==> config.mk <==
export PLATFORM = sky130hd
export DESIGN_NAME = sdclk_divgen
export DESIGN_NICKNAME = d
export VERILOG_FILES = /design/src/rtl/sdclk_pkg.sv /design/src/rtl/sdclk_quot.sv /design/src/rtl/sdclk_search.sv /design/src/rtl/sdclk_gen.sv /design/src/rtl/sdclk_divgen.sv
export SDC_FILE = /design/constraint.sdc
export NUM_CORES = 1
export LEC_CHECK = 0
export ABC_AREA = 1
export BUFFER_PORTS_ARGS = -buffer_cell sky130_fd_sc_hd__buf_2
export CORE_MARGIN = 5
export CORE_UTILIZATION = 63
export DETAILED_ROUTE_END_ITERATION = 6
export PLACE_DENSITY = 0.94
export SLEW_MARGIN = 20
export SYNTH_ARGS = -nofsm -noshare
export SYNTH_HDL_FRONTEND = slang
export SYNTH_HIERARCHICAL = 1
export SYNTH_SLANG_ARGS = --single-unit
==> constraint.sdc <==
create_clock -name clk -period 7.4 [get_ports clk]
set_input_delay 1.48 -clock clk [delete_from_list [all_inputs] [get_ports clk]]
set_output_delay 1.48 -clock clk [all_outputs]
set_load 0.005 [all_outputs]
==> src/rtl/sdclk_pkg.sv <==
package sdclk_pkg;

    typedef enum logic [2:0] {
        S_IDLE  = 3'd0,
        S_PRE   = 3'd1,
        S_DIV   = 3'd2,
        S_QUOT  = 3'd3,
        S_APPLY = 3'd4
    } srch_state_e;

endpackage

==> src/rtl/sdclk_quot.sv <==
module sdclk_quot #(
    parameter int DVD_W = 32,
    parameter int DVS_W = 5
) (
    input  logic             clk,
    input  logic             rst_n,
    input  logic             start_i,
    input  logic [DVD_W-1:0] dvd_i,
    input  logic [DVS_W-1:0] dvs_i,
    output logic             done_o,
    output logic [DVD_W-1:0] quo_o
);

    localparam int CNT_W = $clog2(DVD_W + 1);

    typedef struct packed {
        logic [DVD_W-1:0] dvd;
        logic [DVS_W-1:0] dvs;
        logic [DVS_W-1:0] rem;
        logic [CNT_W-1:0] cnt;
        logic             run;
        logic             done;
    } quo_t;

    quo_t quo_d, quo_q;
    logic [DVS_W:0] trial;

    always_comb begin
        trial      = {quo_q.rem, quo_q.dvd[DVD_W-1]};
        quo_d      = quo_q;
        quo_d.done = 1'b0;
        if (start_i) begin
            quo_d.dvd = dvd_i;
            quo_d.dvs = dvs_i;
            quo_d.rem = '0;
            quo_d.cnt = CNT_W'(DVD_W);
            quo_d.run = 1'b1;
        end else if (quo_q.run) begin
            if (trial >= {1'b0, quo_q.dvs}) begin
                quo_d.rem = DVS_W'(trial - {1'b0, quo_q.dvs});
                quo_d.dvd = {quo_q.dvd[DVD_W-2:0], 1'b1};
            end else begin
                quo_d.rem = trial[DVS_W-1:0];
                quo_d.dvd = {quo_q.dvd[DVD_W-2:0], 1'b0};
            end
            quo_d.cnt = quo_q.cnt - CNT_W'(1);
            if (quo_q.cnt == CNT_W'(1)) begin
                quo_d.run  = 1'b0;
                quo_d.done = 1'b1;
            end
        end
    end

    always_ff @(posedge clk or negedge rst_n) begin
        if (!rst_n) quo_q <= '0;
        else        quo_q <= quo_d;
    end

    assign done_o = quo_q.done;
    assign quo_o  = quo_q.dvd;


    rem_bound_chk: assert property (@(posedge clk) disable iff (!rst_n)
        (quo_q.run || quo_q.done) |-> (quo_q.rem < quo_q.dvs));


    done_idle_chk: assert property (@(posedge clk) disable iff (!rst_n)
        quo_q.done |-> (!quo_q.run && quo_q.cnt == '0));

endmodule

==> src/rtl/sdclk_search.sv <==
module sdclk_search
    import sdclk_pkg::*;
#(
    parameter int                FREQ_W    = 32,
    parameter int                VER_W     = 8,
    parameter int                PRE_LOG   = 8,
    parameter int                DIV_MAX   = 16,
    parameter logic [VER_W-1:0]  EARLY_VER = 8'h13
) (
    input  logic                          clk,
    input  logic                          rst_n,
    input  logic                          start_i,
    input  logic [FREQ_W-1:0]             base_i,
    input  logic [FREQ_W-1:0]             req_i,
    input  logic [VER_W-1:0]              ver_i,
    input  logic                          quo_done_i,
    input  logic [FREQ_W-1:0]             quo_val_i,
    output logic                          quo_start_o,
    output logic [FREQ_W-1:0]             quo_dvd_o,
    output logic [$clog2(DIV_MAX+1)-1:0]  quo_dvs_o,
    output logic [PRE_LOG-1:0]            pre_f_o,
    output logic [$clog2(DIV_MAX)-1:0]    div_f_o,
    output logic                          en_o,
    output logic                          done_o,
    output logic [FREQ_W-1:0]             act_o
);

    localparam int K_W   = $clog2(PRE_LOG + 1);
    localparam int DIV_W = $clog2(DIV_MAX + 1);
    localparam int DF_W  = $clog2(DIV_MAX);
    localparam int PW    = FREQ_W + DIV_W + 1;

    typedef struct packed {
        srch_state_e       st;
        logic [FREQ_W-1:0] base;
        logic [FREQ_W-1:0] req;
        logic [K_W-1:0]    k;
        logic [DIV_W-1:0]  dv;
        logic              en;
        logic [PRE_LOG-1:0] pre_f;
        logic [DF_W-1:0]   div_f;
        logic [FREQ_W-1:0] act;
        logic              done;
    } srch_t;

    srch_t srch_d, srch_q;

    logic [FREQ_W-1:0]  scaled;
    logic [FREQ_W-1:0]  coarse;
    logic [PW-1:0]      need;
    logic [PRE_LOG:0]   pre_val;
    logic               pre_more;
    logic               div_more;

    always_comb begin
        scaled   = srch_q.base >> srch_q.k;
        coarse   = scaled >> 4;
        need     = PW'(srch_q.dv) * (PW'(srch_q.req) + PW'(1));
        pre_val  = (PRE_LOG+1)'(1) << srch_q.k;
        pre_more = (srch_q.k < K_W'(PRE_LOG)) && (coarse > srch_q.req);
        div_more = (srch_q.dv < DIV_W'(DIV_MAX)) && (PW'(scaled) >= need);

        srch_d      = srch_q;
        srch_d.done = 1'b0;
        case (srch_q.st)
            S_IDLE: begin
                if (start_i) begin
                    srch_d.base  = base_i;
                    srch_d.req   = req_i;
                    srch_d.en    = 1'b0;
                    srch_d.pre_f = '0;
                    srch_d.div_f = '0;
                    srch_d.k     = (ver_i < EARLY_VER) ? K_W'(1) : '0;
                    srch_d.dv    = DIV_W'(1);
                    if (req_i == '0) begin
                        srch_d.act  = '0;
                        srch_d.done = 1'b1;
                    end else begin
                        srch_d.st = S_PRE;
                    end
                end
            end
            S_PRE: begin
                if (pre_more) srch_d.k  = srch_q.k + K_W'(1);
                else          srch_d.st = S_DIV;
            end
            S_DIV: begin
                if (div_more) srch_d.dv = srch_q.dv + DIV_W'(1);
                else          srch_d.st = S_QUOT;
            end
            S_QUOT: begin
                if (quo_done_i) begin
                    srch_d.act   = quo_val_i;
                    srch_d.en    = 1'b1;
                    srch_d.pre_f = PRE_LOG'(pre_val >> 1);
                    srch_d.div_f = DF_W'(srch_q.dv - DIV_W'(1));
                    srch_d.st    = S_APPLY;
                end
            end
            S_APPLY: begin
                srch_d.done = 1'b1;
                srch_d.st   = S_IDLE;
            end
            default: srch_d.st = S_IDLE;
        endcase
    end

    always_ff @(posedge clk or negedge rst_n) begin
        if (!rst_n) srch_q <= '0;
        else        srch_q <= srch_d;
    end

    assign quo_start_o = (srch_q.st == S_DIV) && !div_more;
    assign quo_dvd_o   = scaled;
    assign quo_dvs_o   = srch_q.dv;
    assign pre_f_o     = srch_q.pre_f;
    assign div_f_o     = srch_q.div_f;
    assign en_o        = srch_q.en;
    assign done_o      = srch_q.done;
    assign act_o       = srch_q.act;


    gate_off_chk: assert property (@(posedge clk) disable iff (!rst_n)
        (srch_q.st == S_PRE || srch_q.st == S_DIV || srch_q.st == S_QUOT)
        |-> (!srch_q.en && srch_q.pre_f == '0 && srch_q.div_f == '0));


    pre_range_chk: assert property (@(posedge clk) disable iff (!rst_n)
        srch_q.k <= K_W'(PRE_LOG));


    div_range_chk: assert property (@(posedge clk) disable iff (!rst_n)
        (srch_q.st != S_IDLE) |-> (srch_q.dv >= DIV_W'(1) && srch_q.dv <= DIV_W'(DIV_MAX)));


    done_after_en_chk: assert property (@(posedge clk) disable iff (!rst_n)
        $rose(srch_q.en) |=> srch_q.done);


    done_pulse_chk: assert property (@(posedge clk) disable iff (!rst_n)
        srch_q.done |=> !srch_q.done);


    zero_req_chk: assert property (@(posedge clk) disable iff (!rst_n)
        (srch_q.st == S_IDLE && start_i && req_i == '0)
        |=> (srch_q.done && srch_q.act == '0 && !srch_q.en));


    hold_req_chk: assert property (@(posedge clk) disable iff (!rst_n)
        (srch_q.st != S_IDLE) |=> ($stable(srch_q.req) && $stable(srch_q.base)));

endmodule

==> src/rtl/sdclk_gen.sv <==
module sdclk_gen #(
    parameter int RATIO_W = 13
) (
    input  logic               clk,
    input  logic               rst_n,
    input  logic               run_i,
    input  logic [RATIO_W-1:0] ratio_i,
    output logic               sd_clk_o
);

    typedef struct packed {
        logic               on;
        logic [RATIO_W-1:0] cnt;
        logic [RATIO_W-1:0] n;
        logic               clk;
    } gen_t;

    gen_t gen_d, gen_q;
    logic [RATIO_W-1:0] n_new;
    logic               wrap;

    always_comb begin
        n_new = (ratio_i < RATIO_W'(2)) ? RATIO_W'(2) : ratio_i;
        wrap  = (gen_q.cnt == gen_q.n - RATIO_W'(1));
        gen_d = gen_q;
        if (!gen_q.on) begin
            if (run_i) begin
                gen_d.on  = 1'b1;
                gen_d.cnt = '0;
                gen_d.n   = n_new;
            end
        end else if (wrap) begin
            gen_d.cnt = '0;
            if (run_i) gen_d.n  = n_new;
            else       gen_d.on = 1'b0;
        end else begin
            gen_d.cnt = gen_q.cnt + RATIO_W'(1);
        end
        gen_d.clk = gen_d.on && (gen_d.cnt < (gen_d.n >> 1));
    end

    always_ff @(posedge clk or negedge rst_n) begin
        if (!rst_n) gen_q <= '0;
        else        gen_q <= gen_d;
    end

    assign sd_clk_o = gen_q.clk;


    ratio_hold_chk: assert property (@(posedge clk) disable iff (!rst_n)
        (gen_q.on && gen_q.cnt != gen_q.n - RATIO_W'(1)) |=> ($stable(gen_q.n) && gen_q.on));


    idle_low_chk: assert property (@(posedge clk) disable iff (!rst_n)
        !gen_q.on |-> !gen_q.clk);


    min_period_chk: assert property (@(posedge clk) disable iff (!rst_n)
        gen_q.on |-> (gen_q.n >= RATIO_W'(2) && gen_q.cnt < gen_q.n));

endmodule

==> src/rtl/sdclk_divgen.sv <==
module sdclk_divgen
    import sdclk_pkg::*;
#(
    parameter int               FREQ_W    = 32,
    parameter int               VER_W     = 8,
    parameter int               PRE_LOG   = 8,
    parameter int               DIV_MAX   = 16,
    parameter logic [VER_W-1:0] EARLY_VER = 8'h13
) (
    input  logic                       clk,
    input  logic                       rst_n,
    input  logic                       start_i,
    input  logic [FREQ_W-1:0]          base_freq_i,
    input  logic [FREQ_W-1:0]          req_freq_i,
    input  logic [VER_W-1:0]           vendor_ver_i,
    output logic [PRE_LOG-1:0]         pre_field_o,
    output logic [$clog2(DIV_MAX)-1:0] div_field_o,
    output logic                       int_clk_en_o,
    output logic                       host_clk_en_o,
    output logic                       per_clk_en_o,
    output logic                       sd_clk_o,
    output logic                       done_o,
    output logic [FREQ_W-1:0]          act_freq_o
);

    localparam int DIV_W   = $clog2(DIV_MAX + 1);
    localparam int DF_W    = $clog2(DIV_MAX);
    localparam int RATIO_W = PRE_LOG + DIV_W;

    logic                quo_start;
    logic [FREQ_W-1:0]   quo_dvd;
    logic [DIV_W-1:0]    quo_dvs;
    logic                quo_done;
    logic [FREQ_W-1:0]   quo_val;
    logic [PRE_LOG-1:0]  pre_f;
    logic [DF_W-1:0]     div_f;
    logic                en;
    logic [PRE_LOG:0]    pre_dec;
    logic [DIV_W-1:0]    div_dec;
    logic [RATIO_W-1:0]  ratio;

    sdclk_search #(
        .FREQ_W(FREQ_W), .VER_W(VER_W), .PRE_LOG(PRE_LOG),
        .DIV_MAX(DIV_MAX), .EARLY_VER(EARLY_VER)
    ) u_search (
        .clk(clk), .rst_n(rst_n), .start_i(start_i),
        .base_i(base_freq_i), .req_i(req_freq_i), .ver_i(vendor_ver_i),
        .quo_done_i(quo_done), .quo_val_i(quo_val),
        .quo_start_o(quo_start), .quo_dvd_o(quo_dvd), .quo_dvs_o(quo_dvs),
        .pre_f_o(pre_f), .div_f_o(div_f), .en_o(en),
        .done_o(done_o), .act_o(act_freq_o)
    );

    sdclk_quot #(.DVD_W(FREQ_W), .DVS_W(DIV_W)) u_quot (
        .clk(clk), .rst_n(rst_n), .start_i(quo_start),
        .dvd_i(quo_dvd), .dvs_i(quo_dvs),
        .done_o(quo_done), .quo_o(quo_val)
    );

    always_comb begin
        pre_dec = (pre_f == '0) ? (PRE_LOG+1)'(1) : {pre_f, 1'b0};
        div_dec = DIV_W'(div_f) + DIV_W'(1);
        ratio   = RATIO_W'(pre_dec) * RATIO_W'(div_dec);
    end

    sdclk_gen #(.RATIO_W(RATIO_W)) u_gen (
        .clk(clk), .rst_n(rst_n), .run_i(en),
        .ratio_i(ratio), .sd_clk_o(sd_clk_o)
    );

    assign pre_field_o   = pre_f;
    assign div_field_o   = div_f;
    assign int_clk_en_o  = en;
    assign host_clk_en_o = en;
    assign per_clk_en_o  = en;

endmodule

==> flow_summary_export.csv <==
group,metric,value,unit
setup_path,critPathMaxFanout,39,
synthesis,netlist.area_leader.share,24.4,%
floorplan,std_cell_rows,66,
detailed_routing,vias,19900,
synthesis,asyncSetResetFlopFracSynth,100,%
setup_path,cp-startpoint,"u_search/srch_q[55]$_DFFE_PN0P_",
timing,final-setup-viol-count,0,
timing,clock-skew-final,0.0185,ns
synthesis,synthDominantAreaCellType,"dfrtp_1",
timing,clock.fmax,0.138,GHz
synthesis,synth_compound_gate_area_share,11.5,%
detailed_routing,wl_per_cell,18.6,um
setup_path,timing.critical_path.max_delay_family,"simple AND/OR/NAND/NOR gates",
detailed_routing,final_antenna_net_count,0,
setup_path,critical_path.max_stage_delay,0.54,ns
clock_network,tritoncts.num_buffers,17,
floorplan,fp.coreArea,32400,um2
global_routing,grt_use_total,33.3,%
pwr,max-vdd-ir-drop,0.254,mV
cells_and_area,layout-drive-gt1-share,12.4,%
synthesis,synth_cells,2864,
clock_network,tritoncts,"built",
detailed_routing,met1_length,24.1,mm
placement,placement.io_buffers,123,
detailed_routing,drc_errors,1,
setup_path,crit_required,7.76,ns
global_routing,grt_overflow_total,0,
clock_network,worst_setup_hold_path_clk_slew,0.07,ns
synthesis,number_of_unique_standard_cell_types_used_by_synthesis,62,
run,maxCapViolations,0,
timing,tightestPinTransition,1.23,ns
clock_network,cts_sink_cnt,200,
placement,gp_congestion,1.05,
setup_path,regToRegStartpoint,"u_search/srch_q[55]$_DFFE_PN0P_",
setup_path,critPathLaunchType,"flop",
synthesis,synth.area.mux_share,0.682,%
global_routing,antenna_found_initial,1,
outcome,outcome,"finished, violations left",
placement,detailedPlacementHpwl,47.7,mm
floorplan,floorplan.initialDensity,63.5,%
timing,post_route_fraction_of_the_period_consumed_by_the_critical_path,98.0,%
setup_path,library_cell_appearing_most_often_on_the_critical_path,"inv_1",
setup_path,worstRegToRegCells,39,
pwr,p_leak,11.8,nW
setup_path,critical-path-slowest-cell,"fa_1",
synthesis,yosys_most_used_dff,"dfrtp_1",
detailed_routing,wl_met2,28.9,mm
synthesis,synthXorXnorAreaFrac,3.46,%
synthesis,cell_types_occupying_the_most_area_after_synthesis,"dfrtp_1, nand2_1, fa_1, ha_1, inv_1",
clock_network,clock_tree.buffer_depth,2,
worst_hold_path,hold_class,"flop to flop",
floorplan,ioPinCount,124,
cells_and_area,layout-area-overhead-vs-synth,8.12,%
synthesis,synth-warning-count,6,
timing,timing.max_slew.rel_slack,16.5,%
cells_and_area,fillers,2608,
timing,drv_slew,0,
setup_path,cp_num_buf_inv,10,
synthesis,synth_sequential_area_ratio,24.4,%
detailed_routing,detail_route.vias_per_cell,5.91,
setup_path,worst_ep_arrival_time,7.61,ns
synthesis,synth_fa_ha_area_share,20.7,%
setup_path,crit_path_end,"u_quot/quo_q[5]$_DFFE_PN0P_",
setup_path,crit-reg2reg-capture,"u_quot/quo_q[5]$_DFFE_PN0P_",
cells_and_area,final_net_count,3257,
global_routing,grt_start_max_net_pins,123,
clock_network,cts_hold_buf,0,
global_routing,vias_in_the_first_global_route,19000,
setup_path,setup.reg_to_reg.worst_slack,0.15,ns
placement,dp_slack,-0.150,ns
timing,fin_crit,7.25,ns
setup_path,endpoint_kind,"flop",
clock_network,cts_h_tree_depth,4,
setup_path,critical_path_cell_count,39,
detailed_routing,routed_wl,62.7,mm
clock_network,cts.root.buffer_cell,"clkbuf_16",
global_routing,grt_pass1_wl,97.1,mm
synthesis,synthesis.area_per_instance,7.18,um2
timing,final_hold_viol_count,0,
synthesis,synth_area,20500,um2
floorplan,fp.dieW,191,um
floorplan,die-height,191,um
pwr,p_per_area,366,nW/um2
outcome,violations,"design-rule violations",
timing,fin_ws,0.147,ns
synthesis,synth.ff_latch_count,200,
floorplan,dieArea,36300,um2
cells_and_area,final_util,68.6,%
detailed_routing,highest-signal-layer,"met5",
synthesis,synth_edf_count,0,
setup_path,setup.worst_path.class,"flop to flop",
detailed_routing,drtPass1Iterations,7,
synthesis,synth_fp_nets,3210,
synthesis,synth_simple_gate_area_share,25.9,%
detailed_routing,dr_wl_met3,6.52,mm
detailed_routing,detailedRoute.firstIterationViolations,2720,
synthesis,dominant_combinational_cell_family_by_area_after_synthesis,"simple AND/OR/NAND/NOR gates",
clock_network,worstSkewPairLatency,0.45,ns
==> placed cells by master, fill, tap and decap left out, types with 13 or more instances in the layout <==
cell type,synthesis,routed
fa_1,114,114
dfrtp_1,200,199
xnor2_1,20,20
inv_2,22,20
buf_4,86,57
o22ai_1,14,14
nand3_1,113,111
inv_1,453,452
o21ai_0,193,192
o221ai_2,12,14
clkbuf_16,0,19
mux2i_1,14,14
buf_2,3,122
nor4_1,19,19
o211ai_1,13,13
ha_1,157,149
nor3_1,21,21
nor2_1,284,277
nor2_2,10,13
nand2_1,755,749
a21oi_1,84,76
xor2_1,58,55
nand4_1,26,26
==> final cells by class <==
| cell class | count | area, um2 | area share (%) |
|---|---|---|---|
| Multi-Input combinational cell | 2025 | 13000 | 58.7 |
| Timing Repair Buffer | 188 | 1220 | 5.50 |
| Clock buffer | 19 | 443 | 1.99 |
| Tap cell | 442 | 553 | 2.49 |
| Clock inverter | 12 | 134 | 0.603 |
| Antenna cell | 1 | 2.50 | 0.0113 |
| Inverter | 479 | 1820 | 8.19 |
| Sequential cell | 200 | 5010 | 22.5 |
==> through the flow <==
step / hold WS, ns / instances / total power [mW] / TNS, ns / instance area, um2
5_1_grt: 0.535 / 3365 / 8.68 / -6.04 / 22200
3_3_place_gp: 0.466 / 3313 / 6.38 / 0 / 21100
3_5_place_dp: 0.474 / 3313 / 6.60 / -1.65 / 21100
6_report: 0.493 / 3366 / 8.14 / 0 / 22200
4_1_cts: 0.492 / 3344 / 7.59 / 0 / 21700
2_1_floorplan: 0.446 / 2864 / 5.12 / 0 / 20500
==> flip-flops by register name, indices dropped and copies added (netlist names), 4 cells and up <==
signal	flops
u_search/quo_dvs_o	5
u_search/act_o	32
u_gen/gen_q	27
u_quot/quo_o	32
u_quot/quo_q	17
u_search/div_f_o	4
u_search/srch_q	71
u_search/pre_f_o	8
==> kinds of logic after synthesis <==
family,after synthesis
mux,14
fa+ha+maj,271
compound gates,386
buf+inv,639
xor+xnor,79
flops,200
simple gates,1275
==> metal layers <==
layer	track usage (%)	vias up
met4	13.4	2
met5	0	-
met3	7.40	271
met1	43.6	9317
met2	54.0	1278
li1	-	9020
==> power breakdown <==
group | switching (mW) | internal, mW
logic | 3.56 | 1.85
clock network | 0.460 | 0.485
registers | 0.321 | 1.46
==> worst min-delay path by stage <==
| stage | cells past startpoint | slack, ns | startpoint | to |
|---|---|---|---|---|
| 3_5_place_dp | 2 | 0.47 | u_search/srch_q[87]$_DFFE_PN0P_ | u_search/srch_q[87]$_DFFE_PN0P_ |
| 2_1_floorplan | 2 | 0.45 | u_quot/quo_q[13]$_DFFE_PN0P_ | u_quot/quo_q[13]$_DFFE_PN0P_ |
| 3_3_place_gp | 2 | 0.47 | u_quot/quo_o[4]$_DFFE_PN0P_ | u_search/act_o[4]$_DFFE_PN0P_ |
| 5_1_grt | 2 | 0.54 | u_search/srch_q[87]$_DFFE_PN0P_ | u_search/srch_q[87]$_DFFE_PN0P_ |
| 6_report | 2 | 0.49 | u_search/srch_q[87]$_DFFE_PN0P_ | u_search/srch_q[87]$_DFFE_PN0P_ |
| 4_1_cts | 2 | 0.49 | u_search/srch_q[87]$_DFFE_PN0P_ | u_search/srch_q[87]$_DFFE_PN0P_ |
==> worst reg2reg max path, delay by kind of cell, from the launching register on <==
family,cells,cell delay [ns]
adders and majority gates,5,2.14
xor gates and xnor gates,2,0.42
AOI/OAI and AO/OA,5,0.98
and+or+nand+nor,17,2.15
DFF,1,0.44
buffers and inverters,10,1.06
==> what timing repair did <==
item,in CTS,in global routing
pin swaps,0,24
endpoints found under the setup margin,27,53
cloned,0,3
setup buffers,0,17
gates resized for setup,3,60
==> synthesized netlist by cell type (58+ instances only) <==
cell type,n
nand3_1,113
ha_1,157
a21oi_1,84
clkbuf_1,63
nand2_1,755
dfrtp_1,200
o21ai_0,193
buf_4,86
nor2_1,284
inv_1,453
xor2_1,58
fa_1,114
(Power assumes the default switching activity.)
